### src/rtl/rmac_pkg.sv
package rmac_pkg;

  localparam logic [2:0] OP_FETCH = 3'd0;
  localparam logic [2:0] OP_STORE = 3'd1;
  localparam logic [2:0] OP_RMW   = 3'd2;

  localparam int ERR_PAR   = 0;
  localparam int ERR_TMO   = 1;
  localparam int ERR_BUSY  = 2;
  localparam int ERR_UNIMP = 3;
  localparam int ERR_W     = 4;

  typedef enum logic [2:0] {
    ST_IDLE    = 3'd0,
    ST_ISSUE   = 3'd1,
    ST_WAIT_RD = 3'd2,
    ST_WB      = 3'd3,
    ST_WAIT_WR = 3'd4,
    ST_ABORT_F = 3'd5,
    ST_ABORT_R = 3'd6,
    ST_FINISH  = 3'd7
  } ctl_st_t;

endpackage

### src/rtl/rmac_tmo.sv
module rmac_tmo #(
  parameter int unsigned CYC = 16000
) (
  input  logic clk,
  input  logic rst_n,
  input  logic load,
  input  logic run,
  output logic expired
);
  localparam int CW = $clog2(CYC + 1);

  logic [CW-1:0] cnt_q, cnt_d;

  always_comb begin
    cnt_d = cnt_q;
    if (load)                   cnt_d = CW'(CYC);
    else if (run && cnt_q != '0) cnt_d = cnt_q - 1'b1;
  end

  always_ff @(posedge clk or negedge rst_n) begin
    if (!rst_n) cnt_q <= '0;
    else        cnt_q <= cnt_d;
  end

  assign expired = (cnt_q == '0);
endmodule

### src/rtl/rmac_par.sv
module rmac_par #(
  parameter int W = 40
) (
  input  logic [W-1:0] data,
  input  logic         par,
  output logic         err
);
  // odd parity over data plus parity line
  assign err = ~(^{data, par});
endmodule

### src/rtl/rmac_fsm.sv
module rmac_fsm
  import rmac_pkg::*;
(
  input  logic              clk,
  input  logic              rst_n,
  input  logic              start,
  input  logic [2:0]        opcode,
  input  logic              rm_busy,
  input  logic              rm_rvalid,
  input  logic              rm_wdone,
  input  logic              tmo_expired,
  input  logic              par_err,
  output ctl_st_t           st_o,
  output logic [2:0]        op_o,
  output logic              accept_o,
  output logic              rd_take_o,
  output logic [ERR_W-1:0]  err_o
);
  ctl_st_t          st_q, st_d;
  logic [2:0]       op_q, op_d;
  logic [ERR_W-1:0] err_q, err_d;

  always_comb begin
    st_d      = st_q;
    op_d      = op_q;
    err_d     = err_q;
    accept_o  = 1'b0;
    rd_take_o = 1'b0;
    case (st_q)
      ST_IDLE: begin
        if (start) begin
          err_d = '0;
          if (rm_busy || (opcode > OP_RMW)) begin
            err_d[ERR_BUSY]  = rm_busy;
            err_d[ERR_UNIMP] = (opcode > OP_RMW);
            st_d = ST_FINISH;
          end else begin
            op_d     = opcode;
            accept_o = 1'b1;
            st_d     = ST_ISSUE;
          end
        end
      end
      ST_ISSUE: st_d = (op_q == OP_STORE) ? ST_WAIT_WR : ST_WAIT_RD;
      ST_WAIT_RD: begin
        if (rm_rvalid) begin
          rd_take_o = 1'b1;
          if (par_err) err_d[ERR_PAR] = 1'b1;
          st_d = (op_q == OP_RMW) ? ST_WB : ST_FINISH;
        end else if (tmo_expired) begin
          err_d[ERR_TMO] = 1'b1;
          st_d = ST_ABORT_F;
        end
      end
      ST_WB: st_d = ST_WAIT_WR;
      ST_WAIT_WR: begin
        if (rm_wdone) begin
          st_d = ST_FINISH;
        end else if (tmo_expired) begin
          err_d[ERR_TMO] = 1'b1;
          st_d = ST_ABORT_R;
        end
      end
      ST_ABORT_F: st_d = ST_ABORT_R;
      ST_ABORT_R: st_d = ST_FINISH;
      ST_FINISH:  st_d = ST_IDLE;
      default:    st_d = ST_IDLE;
    endcase
  end

  always_ff @(posedge clk or negedge rst_n) begin
    if (!rst_n) begin
      st_q  <= ST_IDLE;
      op_q  <= OP_FETCH;
      err_q <= '0;
    end else begin
      st_q  <= st_d;
      op_q  <= op_d;
      err_q <= err_d;
    end
  end

  assign st_o  = st_q;
  assign op_o  = op_q;
  assign err_o = err_q;
endmodule

### src/rtl/rmac_top.sv
module rmac_top
  import rmac_pkg::*;
#(
  parameter int unsigned TIMEOUT_CYC = 16000,
  parameter int          HOST_W      = 16,
  parameter int          LO_BITS     = 4,
  parameter int          DATA_W      = 40
) (
  input  logic                      clk,
  input  logic                      rst_n,
  input  logic                      start,
  input  logic [2:0]                opcode,
  input  logic [HOST_W-1:0]         addr_hi,
  input  logic [HOST_W-1:0]         addr_lo,
  input  logic [HOST_W-1:0]         wd0,
  input  logic [HOST_W-1:0]         wd1,
  input  logic [HOST_W-1:0]         wd2,
  output logic                      busy,
  output logic                      done,
  output logic [3:0]                err_code,
  output logic [HOST_W-1:0]         rd0,
  output logic [HOST_W-1:0]         rd1,
  output logic [HOST_W-1:0]         rd2,
  output logic [HOST_W+LO_BITS-1:0] rm_addr,
  output logic                      rm_fetch,
  output logic                      rm_store,
  output logic                      rm_wvalid,
  output logic [DATA_W-1:0]         rm_wdata,
  output logic                      rm_reset,
  input  logic                      rm_busy,
  input  logic                      rm_rvalid,
  input  logic [DATA_W-1:0]         rm_rdata,
  input  logic                      rm_rpar,
  input  logic                      rm_wdone
);
  localparam int ADDR_W = HOST_W + LO_BITS;
  localparam int TAIL_W = DATA_W - 2 * HOST_W;
  localparam int PAD_W  = HOST_W - TAIL_W;

  ctl_st_t           st;
  logic [2:0]        op;
  logic              accept, rd_take, tmo_expired, par_err, tmo_run;
  logic [ADDR_W-1:0] addr_q, addr_d;
  logic [DATA_W-1:0] word_q, word_d;

  rmac_fsm u_fsm (
    .clk        (clk),
    .rst_n      (rst_n),
    .start      (start),
    .opcode     (opcode),
    .rm_busy    (rm_busy),
    .rm_rvalid  (rm_rvalid),
    .rm_wdone   (rm_wdone),
    .tmo_expired(tmo_expired),
    .par_err    (par_err),
    .st_o       (st),
    .op_o       (op),
    .accept_o   (accept),
    .rd_take_o  (rd_take),
    .err_o      (err_code)
  );

  assign tmo_run = (st == ST_WAIT_RD) || (st == ST_WAIT_WR);

  rmac_tmo #(.CYC(TIMEOUT_CYC)) u_tmo (
    .clk    (clk),
    .rst_n  (rst_n),
    .load   (accept),
    .run    (tmo_run),
    .expired(tmo_expired)
  );

  rmac_par #(.W(DATA_W)) u_par (
    .data(rm_rdata),
    .par (rm_rpar),
    .err (par_err)
  );

  // address and word capture, read merge
  always_comb begin
    addr_d = addr_q;
    word_d = word_q;
    if (accept) begin
      addr_d = {addr_hi, addr_lo[HOST_W-1 -: LO_BITS]};
      word_d = {wd0, wd1, wd2[HOST_W-1 -: TAIL_W]};
    end else if (rd_take) begin
      word_d = (op == OP_RMW) ? (rm_rdata | word_q) : rm_rdata;
    end
  end

  always_ff @(posedge clk or negedge rst_n) begin
    if (!rst_n) begin
      addr_q <= '0;
      word_q <= '0;
    end else begin
      addr_q <= addr_d;
      word_q <= word_d;
    end
  end

  assign rm_addr   = addr_q;
  assign rm_wdata  = word_q;
  assign rm_fetch  = ((st == ST_ISSUE) && (op != OP_STORE)) || (st == ST_ABORT_F);
  assign rm_store  = (st == ST_ISSUE) && (op != OP_FETCH);
  assign rm_wvalid = ((st == ST_ISSUE) && (op == OP_STORE)) || (st == ST_WB);
  assign rm_reset  = (st == ST_ABORT_R);
  assign busy      = (st != ST_IDLE);
  assign done      = (st == ST_FINISH);

  assign rd0 = word_q[DATA_W-1 -: HOST_W];
  assign rd1 = word_q[DATA_W-HOST_W-1 -: HOST_W];
  assign rd2 = {word_q[TAIL_W-1:0], {PAD_W{1'b0}}};
endmodule

### config.mk
export PLATFORM = sky130hd
export DESIGN_NAME = rmac_top
export DESIGN_NICKNAME = d
export VERILOG_FILES = /design/src/rtl/rmac_pkg.sv /design/src/rtl/rmac_tmo.sv /design/src/rtl/rmac_par.sv /design/src/rtl/rmac_fsm.sv /design/src/rtl/rmac_top.sv
export SDC_FILE = /design/constraint.sdc
export NUM_CORES = 1
export LEC_CHECK = 0
export CAP_MARGIN = 20
export CORE_MARGIN = 5
export CORE_UTILIZATION = 45
export CTS_BUF_LIST = sky130_fd_sc_hd__clkbuf_4 sky130_fd_sc_hd__clkbuf_8
export CTS_CLUSTER_DIAMETER = 150
export DETAILED_ROUTE_END_ITERATION = 16
export PLACE_DENSITY = 0.94
export SLEW_MARGIN = 20
export SYNTH_ARGS = -nofsm -noshare
export SYNTH_HDL_FRONTEND = slang
export SYNTH_HIERARCHICAL = 1
export SYNTH_SLANG_ARGS = --single-unit
### constraint.sdc
create_clock -name clk -period 3.5 [get_ports clk]
set_clock_uncertainty 0.05 [all_clocks]
set_input_delay 0.7 -clock clk [delete_from_list [all_inputs] [get_ports clk]]
set_output_delay 0.7 -clock clk [all_outputs]
set_load 0.02 [all_outputs]
==> results_dict.tcl <==
set metrics [dict create \
    outcome "finished clean" \
    io_pins 248 \
    yosys-top-cells-area "dfrtp_1, buf_4, xnor2_1" \
    wirelength_um 14330 \
    numCtsBuffers 9 \
    async_reset_ff_share_pct 100.0 \
    port_buffers 219 \
    relSlewSlack_pct 48.07 \
    path_clk_slew_ns 0.09 \
    drt_iter0_markers 212 \
    start_util_pct 46.23 \
    finalSetupTns_ns 0 \
    grt_pass1_wl_um 22070 \
    drv_cap 0 \
    hold_violations 0 \
    synthFlopType "dfrtp_1" \
    finalCriticalPeriod_ns 2.799 \
    cts.sink_count 84 \
    die_w_um 115.8 \
    required_ns 2.75 \
    drc 0 \
    drv_slew 0 \
    cts_setup_buffers 0 \
    yosysTopAreaCell "dfrtp_1" \
    ys.warnings.count 6 \
    netlist_area_um2 5034 \
    setup_viol 0 \
    die-area_um2 13400 \
    synth_seq_cells 84 \
    crit_slowest_cell "clkdlybuf4s50_1" \
    path_class "reg2out" \
    synth.distinct_cells 55 \
    antenna_cells 0 \
    first_pass_iters 4 \
    leakagePower_nw 2.799 \
    postCtsResizedCells 0 \
    postSynthCellCount 505 \
    fmax_mhz 357.3 \
    cts_hold_buffers 0 \
    cp-start-kind "flip-flop" \
    clk_latency_ns 0.35 \
    synth_edf_count 0 \
    grt_pass1_vias 4442 \
    synth_top_area_share_pct 41.76 \
    gp_congestion 0.8660 \
    grt_max_degree 85 \
    worst_slew_pin_slew_ns 0.7789 \
    syn2layout_area_growth_pct 42.65 \
    rsz0062_at_grt "no" \
    critical_path.max_stage_delay_ns 0.65 \
    fin_nets 801 \
    vdd_ir_drop_max_mv 0.4789 \
    antenna_found_initial 0 \
    gr-total-overflow 0 \
    cts-root-buf "clkbuf_8" \
    hp-class "in2async" \
    cts.htree.levels 3 \
    fin_util_pct 65.95 \
    synth-seq-area-share_pct 41.76 \
    avgSynthCellArea_um2 9.967 \
    drive_gt1_share_pct 12.74 \
    endpoint_kind "primary output" \
    finalCritPeriodShare_pct 79.97 \
    dp.final_hpwl_um 10670 \
    grt_usage_pct 20.61 \
    cts_max_path_buffers 2 \
    cp_cell_sequence "nand2b_1 > nor3_1 > clkdlybuf4s50_1" \
    routedWlPerCell_um 17.58 \
    fillers 854 \
    cp.arrival_ns 2.05 \
    core_area_um2 10890 \
    worstPathMaxFanout 16 \
    finalWorstSetupSlack_ns 0.7010 \
    ant_nets 0 \
    place_ws_ns 0.7614 \
    p_per_area_nw_per_um2 842.2 \
    vias 4327 \
    num_rows 38 \
    cts_tree "done" \
    vias_per_cell 5.309 \
    dieHeight_um 115.8 \
]
cell families after synthesis:
kind of cell	count (synthesis)	share of synthesized area, %
simple gates	152	16.98
compound gates	114	15.93
buf+inv	86	11.63
flops	84	41.76
xor+xnor	42	7.581
mux	25	5.792
fa+ha+maj	1	0.2485
other cells	1	0.07450
critical path: cells and delay by family, from the launching register on:
family | cells | cell delay (ns)
buf+inv | 1 | 0.65
flops | 1 | 0.60
simple gates | 2 | 0.46
Yosys cell counts, types with 3 or more instances:
cell type,count
xor2_1,7
a21oi_1,40
o22ai_1,31
buf_2,9
xnor2_1,34
a21oi_2,10
o21ai_1,3
or4_1,5
nor2_1,12
o21ai_0,3
nor3_1,5
inv_1,9
dfrtp_1,84
clkbuf_1,10
nand2_1,49
nor3b_1,3
nand3_1,5
a31oi_1,4
mux2_2,21
mux2_4,3
nand2b_1,5
o22ai_2,11
o31ai_1,5
or3_1,7
nor2b_1,42
buf_6,9
buf_4,49
layout make-up:
cell class | instances | area (um2) | area share [%]
multi-input combinational | 342 | 2380 | 33.14
timing repair buffer | 224 | 2268 | 31.59
sequential | 84 | 2102 | 29.27
tap | 140 | 175.2 | 2.439
clock buffer | 10 | 131.4 | 1.830
clock inverter | 6 | 88.84 | 1.237
inverter | 9 | 35.03 | 0.4879
path summary, 6_finish.rpt:
check / start / end / slack, ns / depth (start not counted)
worst max-delay path: u_fsm/st_o[1] / rm_store / 0.70 / 3
worst min-delay path: rst_n / rm_wdata[24] / 0.35 / 1
worst max register to register: u_fsm/st_o[1] / u_tmo/cnt_q[12] / 0.98 / 6
worst min register to register: rm_addr[10] / rm_addr[10] / 0.46 / 1
max in group asynchronous: rst_n / rm_wdata[22] / 2.50 / 1
min in group clk: rm_addr[10] / rm_addr[10] / 0.46 / 1
where the power goes:
part | internal (W) | total [W] | switching (W)
clock | 0.000410 | 0.000765 | 0.000355
sequential | 0.00140 | 0.00182 | 0.000419
combinational | 0.00177 | 0.00347 | 0.00170
per-layer routing:
layer	global-route usage (%)	up-vias	wire length, um
li1	-	2024	-
met5	0	-	0
met1	24.38	2098	5484
met4	6.961	0	401
met2	36.71	172	7407
met3	4.909	33	1034
per-stage QoR:
stage | instance area, um2 | hold WS (ns) | power [W] | instances
floorplan | 5060 | 0.3544 | 0.004035 | 512
global placement | 6957 | 0.4401 | 0.005198 | 799
detailed placement | 6957 | 0.4390 | 0.005314 | 799
CTS | 7177 | 0.4653 | 0.006100 | 815
global route | 7181 | 0.4093 | 0.006383 | 815
finish | 7181 | 0.3541 | 0.006048 | 815
cell usage in the layout, fill, tap and decap left out, drive strengths merged, types with 7 or more instances in the layout:
master	instances
clkdlybuf4s50	218
mux2	24
inv	8
or3	7
a21oi	50
dfrtp	84
clkbuf	10
conb	8
nor2	14
xor2	7
nand2	50
nor2b	42
xnor2	34
o22ai	42
registers in the layout (all words and copies together), names as in the netlist:
signal / cells
rm_wdata: 40
rm_addr: 20
u_tmo/cnt_q: 14
u_fsm/err_o: 4
u_fsm/op_o: 3
u_fsm/st_o: 3
Note: power is estimated with default switching activity, not from simulation.
